File: src/rtl/seam_pkg.sv
// Package: shared types for the overlapping frame splitter.
// Assumes nothing beyond IEEE 1800-2017 packages.
package seam_pkg;

    // Merge phase: forwarding the upper lane, or draining the lower lane buffer.
    typedef enum logic {
        PH_UPPER = 1'b0,
        PH_LOWER = 1'b1
    } merge_phase_t;

endpackage

File: src/rtl/seam_fifo.sv
// Module: seam_fifo
// Single-clock FIFO with a combinational head read. It holds lower-lane pixels
// while the upper lane finishes. Assumes DEPTH is a power of two and at least 2,
// and that the writer never pushes into a full FIFO unless it pops in the same cycle.
module seam_fifo #(
    parameter int WIDTH = 9,
    parameter int DEPTH = 16
) (
    input  logic             clk,
    input  logic             rst_n,
    input  logic             push,
    input  logic [WIDTH-1:0] wdata,
    input  logic             pop,
    output logic [WIDTH-1:0] rdata,
    output logic             empty,
    output logic             full
);
    localparam int PW = $clog2(DEPTH);
    localparam logic [PW:0] FULL_CNT = (PW+1)'(DEPTH);

    logic [WIDTH-1:0] mem [DEPTH];
    logic [PW-1:0]    wr_ptr;
    logic [PW-1:0]    rd_ptr;
    logic [PW:0]      count;

    assign rdata = mem[rd_ptr];
    assign empty = (count == '0);
    assign full  = (count == FULL_CNT);

    // Storage write on push.
    always_ff @(posedge clk) begin
        if (push) begin
            mem[wr_ptr] <= wdata;
        end
    end

    // Pointer and occupancy tracking.
    always_ff @(posedge clk) begin
        if (!rst_n) begin
            wr_ptr <= '0;
            rd_ptr <= '0;
            count  <= '0;
        end else begin
            if (push) begin
                wr_ptr <= wr_ptr + 1'b1;
            end
            if (pop) begin
                rd_ptr <= rd_ptr + 1'b1;
            end
            case ({push, pop})
                2'b10:   count <= count + 1'b1;
                2'b01:   count <= count - 1'b1;
                default: count <= count;
            endcase
        end
    end

    // buffering never loses a pixel.
    p_no_overflow_r9: assert property (@(posedge clk) disable iff (!rst_n)
        (push && full) |-> pop);

    // the head is never consumed from an empty buffer.
    p_no_underflow_r9: assert property (@(posedge clk) disable iff (!rst_n)
        pop |-> (count != '0));

endmodule

File: src/rtl/seam_splitter.sv
// Module: seam_splitter
// Routes an input raster onto an upper and a lower lane. The sections overlap by
// SEAM rows on each side of the midline. Tracks row and column from in_sof and
// in_eol and counts only valid pixels. Assumes H even, H >= 2*SEAM, and W >= 2.
module seam_splitter #(
    parameter int W    = 8,
    parameter int H    = 16,
    parameter int DW   = 8,
    parameter int SEAM = 4
) (
    input  logic          clk,
    input  logic          rst_n,
    input  logic          in_valid,
    input  logic          in_sof,
    input  logic          in_eol,
    input  logic [DW-1:0] in_data,
    output logic          up_valid,
    output logic          up_sos,
    output logic          up_eol,
    output logic [DW-1:0] up_data,
    output logic          dn_valid,
    output logic          dn_sos,
    output logic          dn_eol,
    output logic [DW-1:0] dn_data
);
    localparam int HALF = H / 2;
    localparam int RW   = $clog2(H);
    localparam int CW   = $clog2(W);
    localparam logic [RW-1:0] UP_LAST  = RW'(HALF + SEAM - 1);
    localparam logic [RW-1:0] DN_FIRST = RW'(HALF - SEAM);
    localparam logic [RW-1:0] ROW_LAST = RW'(H - 1);
    localparam logic [CW-1:0] COL_LAST = CW'(W - 1);

    logic [RW-1:0] row_q;
    logic [CW-1:0] col_q;
    logic [RW-1:0] cur_row;
    logic [CW-1:0] cur_col;
    logic          to_up;
    logic          to_dn;

    // Position of the current input pixel; in_sof restarts the frame.
    always_comb begin
        cur_row = in_sof ? '0 : row_q;
        cur_col = in_sof ? '0 : col_q;
        to_up   = in_valid && (cur_row <= UP_LAST);
        to_dn   = in_valid && (cur_row >= DN_FIRST);
    end

    // Row and column counters advance only on valid pixels.
    always_ff @(posedge clk) begin
        if (!rst_n) begin
            row_q <= '0;
            col_q <= '0;
        end else if (in_valid) begin
            if (in_eol) begin
                col_q <= '0;
                row_q <= (cur_row == ROW_LAST) ? '0 : cur_row + 1'b1;
            end else begin
                col_q <= cur_col + 1'b1;
                row_q <= cur_row;
            end
        end
    end

    // Upper lane register stage.
    always_ff @(posedge clk) begin
        if (!rst_n) begin
            up_valid <= 1'b0;
            up_sos   <= 1'b0;
            up_eol   <= 1'b0;
            up_data  <= '0;
        end else begin
            up_valid <= to_up;
            up_sos   <= to_up && (cur_row == '0) && (cur_col == '0);
            up_eol   <= to_up && in_eol;
            if (to_up) begin
                up_data <= in_data;
            end
        end
    end

    // Lower lane register stage.
    always_ff @(posedge clk) begin
        if (!rst_n) begin
            dn_valid <= 1'b0;
            dn_sos   <= 1'b0;
            dn_eol   <= 1'b0;
            dn_data  <= '0;
        end else begin
            dn_valid <= to_dn;
            dn_sos   <= to_dn && (cur_row == DN_FIRST) && (cur_col == '0);
            dn_eol   <= to_dn && in_eol;
            if (to_dn) begin
                dn_data <= in_data;
            end
        end
    end

    // an end-of-line pixel closes a row of exactly W pixels.
    p_eol_at_width_r4: assert property (@(posedge clk) disable iff (!rst_n)
        (in_valid && in_eol) |-> (cur_col == COL_LAST));

    // no lane emits a pixel unless a valid input was taken one cycle earlier.
    p_lane_needs_input_r5: assert property (@(posedge clk) disable iff (!rst_n)
        (up_valid || dn_valid) |-> $past(in_valid));

    // every accepted pixel reaches at least one lane.
    p_pixel_routed_r1: assert property (@(posedge clk) disable iff (!rst_n)
        ($past(rst_n) && $past(in_valid)) |-> (up_valid || dn_valid));

    // the two sections never start on the same pixel.
    p_sos_distinct_r4: assert property (@(posedge clk) disable iff (!rst_n)
        !(up_sos && dn_sos));

endmodule

File: src/rtl/seam_merger.sv
// Module: seam_merger
// Rebuilds a raster frame from the two returning lanes. It keeps the first H/2
// rows of the upper lane, skips the first SEAM rows of the lower lane, and
// buffers the lower rows until the upper half is out. Assumes each returning
// lane keeps its section's row order and markers, and that the next frame's
// upper rows do not arrive before the lower rows of the previous frame have drained.
module seam_merger #(
    parameter int W          = 8,
    parameter int H          = 16,
    parameter int DW         = 8,
    parameter int SEAM       = 4,
    parameter int FIFO_DEPTH = 16
) (
    input  logic          clk,
    input  logic          rst_n,
    input  logic          ru_valid,
    input  logic          ru_sos,
    input  logic          ru_eol,
    input  logic [DW-1:0] ru_data,
    input  logic          rd_valid,
    input  logic          rd_sos,
    input  logic          rd_eol,
    input  logic [DW-1:0] rd_data,
    output logic          out_valid,
    output logic          out_sof,
    output logic          out_eol,
    output logic [DW-1:0] out_data
);
    import seam_pkg::*;

    localparam int HALF = H / 2;
    localparam int SW   = $clog2(H + 1);
    localparam logic [SW-1:0] KEEP_ROWS = SW'(HALF);
    localparam logic [SW-1:0] KEEP_LAST = SW'(HALF - 1);
    localparam logic [SW-1:0] SKIP_ROWS = SW'(SEAM);

    merge_phase_t  phase_q;
    logic [SW-1:0] u_row_q;
    logic [SW-1:0] d_row_q;
    logic [SW-1:0] drain_row_q;
    logic [SW-1:0] u_cur;
    logic [SW-1:0] d_cur;
    logic          u_keep;
    logic          d_keep;
    logic          pop;
    logic          f_empty;
    logic          f_full;
    logic [DW:0]   f_head;

    // Section-local row of each returning pixel and the keep decision.
    always_comb begin
        u_cur  = ru_sos ? '0 : u_row_q;
        d_cur  = rd_sos ? '0 : d_row_q;
        u_keep = ru_valid && (u_cur < KEEP_ROWS);
        d_keep = rd_valid && (d_cur >= SKIP_ROWS);
        pop    = (phase_q == PH_LOWER) && !f_empty;
    end

    // Returning-lane row counters.
    always_ff @(posedge clk) begin
        if (!rst_n) begin
            u_row_q <= '0;
            d_row_q <= '0;
        end else begin
            if (ru_valid) begin
                u_row_q <= ru_eol ? u_cur + 1'b1 : u_cur;
            end
            if (rd_valid) begin
                d_row_q <= rd_eol ? d_cur + 1'b1 : d_cur;
            end
        end
    end

    // Phase: switch to draining after the last useful upper row, back when H/2 lower rows are out.
    always_ff @(posedge clk) begin
        if (!rst_n) begin
            phase_q     <= PH_UPPER;
            drain_row_q <= '0;
        end else if (phase_q == PH_UPPER) begin
            if (u_keep && ru_eol && (u_cur == KEEP_LAST)) begin
                phase_q <= PH_LOWER;
            end
            drain_row_q <= '0;
        end else if (pop && f_head[DW]) begin
            if (drain_row_q == KEEP_LAST) begin
                phase_q     <= PH_UPPER;
                drain_row_q <= '0;
            end else begin
                drain_row_q <= drain_row_q + 1'b1;
            end
        end
    end

    // Lower-lane holding buffer: {eol, data}.
    seam_fifo #(
        .WIDTH (DW + 1),
        .DEPTH (FIFO_DEPTH)
    ) hold_i (
        .clk   (clk),
        .rst_n (rst_n),
        .push  (d_keep),
        .wdata ({rd_eol, rd_data}),
        .pop   (pop),
        .rdata (f_head),
        .empty (f_empty),
        .full  (f_full)
    );

    // Merged output register.
    always_ff @(posedge clk) begin
        if (!rst_n) begin
            out_valid <= 1'b0;
            out_sof   <= 1'b0;
            out_eol   <= 1'b0;
            out_data  <= '0;
        end else if (pop) begin
            out_valid <= 1'b1;
            out_sof   <= 1'b0;
            out_eol   <= f_head[DW];
            out_data  <= f_head[DW-1:0];
        end else begin
            out_valid <= u_keep;
            out_sof   <= u_keep && ru_sos;
            out_eol   <= u_keep && ru_eol;
            if (u_keep) begin
                out_data <= ru_data;
            end
        end
    end

    // upper rows of a new frame never arrive while the lower half is draining.
    p_frame_order_r7: assert property (@(posedge clk) disable iff (!rst_n)
        (phase_q == PH_LOWER) |-> !u_keep);

    // draining starts right after the last upper row has been emitted.
    p_drain_after_upper_r6: assert property (@(posedge clk) disable iff (!rst_n)
        $rose(phase_q == PH_LOWER) |-> (out_valid && out_eol));

    // the buffer is never full while a kept lower pixel arrives in the upper phase.
    p_hold_room_r9: assert property (@(posedge clk) disable iff (!rst_n)
        (d_keep && (phase_q == PH_UPPER)) |-> !f_full);

endmodule

File: src/rtl/frame_seam_split.sv
// Module: frame_seam_split (top)
// Splits a raster frame into two overlapping sections for two parallel 3x3
// pipelines and merges their results back into raster order. Assumes H even and
// at least 8, W >= 2, a power-of-two FIFO_DEPTH, and pipelines that keep the row
// order and markers of their section.
module frame_seam_split #(
    parameter int W          = 8,
    parameter int H          = 16,
    parameter int DW         = 8,
    parameter int SEAM       = 4,
    parameter int FIFO_DEPTH = 16
) (
    input  logic          clk,
    input  logic          rst_n,
    input  logic          in_valid,
    input  logic          in_sof,
    input  logic          in_eol,
    input  logic [DW-1:0] in_data,
    output logic          up_valid,
    output logic          up_sos,
    output logic          up_eol,
    output logic [DW-1:0] up_data,
    output logic          dn_valid,
    output logic          dn_sos,
    output logic          dn_eol,
    output logic [DW-1:0] dn_data,
    input  logic          ru_valid,
    input  logic          ru_sos,
    input  logic          ru_eol,
    input  logic [DW-1:0] ru_data,
    input  logic          rd_valid,
    input  logic          rd_sos,
    input  logic          rd_eol,
    input  logic [DW-1:0] rd_data,
    output logic          out_valid,
    output logic          out_sof,
    output logic          out_eol,
    output logic [DW-1:0] out_data
);

    // Fan-out side.
    seam_splitter #(
        .W    (W),
        .H    (H),
        .DW   (DW),
        .SEAM (SEAM)
    ) split_i (
        .clk      (clk),
        .rst_n    (rst_n),
        .in_valid (in_valid),
        .in_sof   (in_sof),
        .in_eol   (in_eol),
        .in_data  (in_data),
        .up_valid (up_valid),
        .up_sos   (up_sos),
        .up_eol   (up_eol),
        .up_data  (up_data),
        .dn_valid (dn_valid),
        .dn_sos   (dn_sos),
        .dn_eol   (dn_eol),
        .dn_data  (dn_data)
    );

    // Fan-in side.
    seam_merger #(
        .W          (W),
        .H          (H),
        .DW         (DW),
        .SEAM       (SEAM),
        .FIFO_DEPTH (FIFO_DEPTH)
    ) merge_i (
        .clk       (clk),
        .rst_n     (rst_n),
        .ru_valid  (ru_valid),
        .ru_sos    (ru_sos),
        .ru_eol    (ru_eol),
        .ru_data   (ru_data),
        .rd_valid  (rd_valid),
        .rd_sos    (rd_sos),
        .rd_eol    (rd_eol),
        .rd_data   (rd_data),
        .out_valid (out_valid),
        .out_sof   (out_sof),
        .out_eol   (out_eol),
        .out_data  (out_data)
    );

    // after a reset edge every valid output is low.
    p_reset_quiet_r8: assert property (@(posedge clk)
        $past(!rst_n) |-> !(up_valid || dn_valid || out_valid));

endmodule

File: config.mk
export PLATFORM = sky130hd
export DESIGN_NAME = frame_seam_split
export DESIGN_NICKNAME = d
export VERILOG_FILES = /design/src/rtl/seam_pkg.sv /design/src/rtl/seam_fifo.sv /design/src/rtl/seam_splitter.sv /design/src/rtl/seam_merger.sv /design/src/rtl/frame_seam_split.sv
export SDC_FILE = /design/constraint.sdc
export NUM_CORES = 1
export LEC_CHECK = 0
export ABC_AREA = 0
export BUFFER_PORTS_ARGS = -buffer_cell sky130_fd_sc_hd__buf_2
export CAP_MARGIN = 10
export CORE_UTILIZATION = 43
export DETAILED_ROUTE_END_ITERATION = 16
export PLACE_DENSITY_LB_ADDON = 0.1
export SYNTH_ARGS = -nofsm -noshare
export SYNTH_HDL_FRONTEND = slang
export SYNTH_SLANG_ARGS = --single-unit
File: constraint.sdc
create_clock -name clk -period 4.2 [get_ports clk]
set_input_delay 0 -clock clk [delete_from_list [all_inputs] [get_ports clk]]
set_output_delay 0 -clock clk [all_outputs]
set_load 0.01 [all_outputs]
==> summary.txt <==
Global routing
  – Largest net degree at the start of global routing: 55
  – Initial antenna violation count: 0
  – Vias in the first global route: 5692
  – Total track usage: 18.23%
  – First-pass GRT wire length: a little over 30000 µm
  – GRT overflow: 0

Job
  – Max_cap viols: 0

CTS
  – H-tree levels: 1
  – Clock root buffer: clkbuf_16
  – Cts hold-fix bufs: 43
  – Post-CTS Setup Inserts: 0
  – Clk Latency, worst-skew pair: about 0.5 ns
  – Max Root-Sink Buffers: 3
  – Clock sink total: around 220
  – CTS clk-pin slew, worst paths: ~0.060 ns
  – CTS tree: yes
  – Cts repair resizes: 0
  – CTS Buf Count: 23

Detailed routing
  – Final WL: 19300 µm
  – Via/cell ratio: roughly 5.4
  – Pre-Repair DR Iteration Count: 5
  – DRT antenna net count: 0
  – DRC viols: 0
  – 1st-iter DRT viols: ~440
  – DR WL/cell: 18.24 µm
  – DR vias: ~5700

Logic synthesis
  – Adder-cell share of the synthesized area: between 2 and 2.5%
  – Compound-Gate Fraction of Synth Area: under 10%
  – XOR/XNOR share of the synthesized area: 1.071%
  – Syn_nets: between 700 and 800
  – Async set-reset flop share out of synthesis: 0%
  – EDFF count, synth: approximately 140
  – Number of library cell types mapped by synthesis: 56
  – Mapped cell area: 8995 µm²
  – Mux cell area share after synthesis: approximately 11%
  – Mean post-synth cell area: 13.47 µm²
  – Main combinational cell family by area after synthesis: multiplexers
  – Main synth FF type: edfxtp_1
  – Synthesis-stage register bit count: 217
  – Post-Synth Simple-Gate Area: 9.640%
  – Yosys warnings: 0
  – Post-Syn Instances: between 600 and 700
  – Sequential share of the synthesized area: 64.32%

Worst setup path
  – CP Capture Type: register
  – Required @ worst endpoint: roughly 4.6 ns
  – Crit Path Category: register to register
  – Critical Path AT: around 3.7 ns
  – R2R Setup Slk: 0.89 ns
  – CP startpoint kind: register
  – Critical-path maximum fanout: 30

Place
  – Pre-CTS WS: around 0.98 ns
  – Post-DP HPWL: about 13000 µm
  – Final GP Congestion: 0.7709
  – Placed cells: 976
  – I/O Buffers: 67

Finish
  – Commonest cells after routing, fill and taps aside: edfxtp_1 (144), dfxtp_1 (72), buf_2 (67)
  – Layout cells sized above 1: between 10% and 20%
  – Final Instance Count excl. Fillers: around 1100
  – Most common cell after layout, fill and taps aside: edfxtp_1
  – Nets: 826
  – Area Overhead vs Synth: 18.51%
  – Antenna cells: 0

Timing
  – Setup WS post-layout: around 0.89 ns
  – Final Skew: 0.01289 ns
  – Setup violators final: 0
  – Worst slew margin: approximately 22%
  – Slew Limit Fails: 0
  – Worst-Margin Slew: between 1 and 1.5 ns
  – FMAX: a little over 300 MHz
  – TNS Setup: 0 ns
  – RSZ-0062 raised after global routing: false
  – Fin. Hold Viols: 0
  – Final min period: about 3.3 ns
  – Tcrit/Tclk final: between 70 and 80%

Pwr
  – Power density cells: 403.9 nW/µm²
  – Worst vdd ir: about 0.00025 V
  – Total chip power: 4.306 mW
  – LEAKAGE: between 3 and 4 nW

Status
  – Status: finished, final reports clean

Floorplanning
  – # rows: 52
  – Die Span Y: between 100 and 150 µm
  – Core area: between 20000 and 25000 µm²
  – Die span in x: 146.6 µm
  – Initial Util: 44.17%
  – I/O Pins: between 60 and 70
  – Die area: roughly 22000 µm²

Hold path
  – Hold WC Path Type: input port to register
-- worst max-delay path: stages (launching register included) --
cell,delay [ns]
dfxtp_2,1.00
buf_4,0.40
mux2i_1,0.12
a221oi_1,0.38
a221oi_1,0.17
nor3_1,0.42
o21a_1,0.20
dlygate4sd3_1,0.54
-- per-stage QoR --
stage | util, % | area, µm² | hold slack (ns)
6_report | 52.35 | 10660 | 0.2972
3_3_place_gp | 46.84 | 9539 | 0.2489
5_1_grt | 52.35 | 10660 | 0.3289
3_5_place_dp | 46.84 | 9539 | 0.2636
2_1_floorplan | - | 8995 | 0.09887
4_1_cts | 52.35 | 10660 | 0.2840
-- cells in the mapped netlist, types with 2 or more instances --
master / number / area, µm²
edfxtp_1: 144 / 4324
dfxtp_1: 73 / 1461
mux2i_1: 60 / 600.6
nor2_1: 60 / 225.2
a21oi_1: 33 / 165.2
nand2_1: 32 / 120.1
nor3_1: 24 / 120.1
clkbuf_1: 21 / 78.83
nand3_1: 19 / 95.09
a221oi_1: 17 / 148.9
ha_1: 17 / 212.7
o21ai_0: 17 / 85.08
inv_1: 16 / 60.06
nand2b_1: 16 / 100.1
a22oi_1: 11 / 82.58
o21a_1: 10 / 75.07
mux4_1: 9 / 236.5
mux4_2: 7 / 157.7
xor2_1: 7 / 61.31
a32oi_1: 6 / 52.55
buf_2: 6 / 30.03
nor2b_1: 6 / 37.54
nand4_1: 5 / 31.28
or3_1: 4 / 25.02
xnor2_1: 4 / 35.03
and2_1: 3 / 18.77
buf_6: 3 / 33.78
a21boi_0: 2 / 15.01
a22oi_2: 2 / 25.02
a31oi_1: 2 / 12.51
and4_1: 2 / 17.52
buf_1: 2 / 7.510
buf_4: 2 / 15.01
inv_2: 2 / 7.510
nand4_2: 2 / 25.02
o21ai_1: 2 / 10.01
-- sequential cells by signal, summed over array words and instances (netlist names), 3 cells and up, named ones only --
register / count
merge_i.d_row_q: 5
merge_i.drain_row_q: 5
merge_i.hold_i.count: 5
merge_i.hold_i.mem: 144
merge_i.hold_i.rd_ptr: 4
merge_i.hold_i.wr_ptr: 4
merge_i.out_data: 8
merge_i.u_row_q: 5
split_i.col_q: 3
split_i.dn_data: 8
split_i.row_q: 4
split_i.up_data: 8
-- worst paths after layout --
kind / from / end / cells past startpoint
setup / recovery: register / merge_i.out_data[5]$_SDFFE_PN0P_ / 7
hold / removal: in_data[7] / split_i.up_data[7]$_SDFFE_PN0P_ / 4
setup reg to reg: register / merge_i.out_data[5]$_SDFFE_PN0P_ / 7
hold reg to reg: split_i.dn_data[1]$_SDFFE_PN0P_ / split_i.dn_data[1]$_SDFFE_PN0P_ / 2
-- kinds of logic after synthesis --
family,Yosys count
AO/OA/AOI/OAI,111
flip-flops,217
XOR/XNOR,11
AND/OR/NAND/NOR,180
buffers and inverters,54
multiplexers,78
adder cells (fa/ha/maj),17
-- power breakdown --
group / switching [mW] / leakage (nW) / internal, mW
logic: 0.0830 / 1.55 / 0.0689
clock network: 0.774 / 0.342 / 1.08
registers: 0.00790 / 1.89 / 2.29
-- layout make-up --
cell class | count | area (µm²)
Fill cell | 1728 | 9704
Sequential cell | 217 | 5787
Multi-Input combinational cell | 397 | 2959
Timing Repair Buffer | 117 | 818.3
Clock buffer | 31 | 656.9
Tap cell | 270 | 337.8
Inverter | 18 | 67.56
Clock inverter | 8 | 33.78
-- metal layers --
metal / track usage (%) / share of wire [%] / up-vias
met3: 2.969 / 4.8 / 23
met5: 0 / 0 / -
li1: - / - / 2721
met2: 29.72 / 47 / 130
met1: 25.60 / 47 / 2838
met4: 4.010 / 1.4 / 0
No activity file was read; power rests on OpenSTA's default activity.
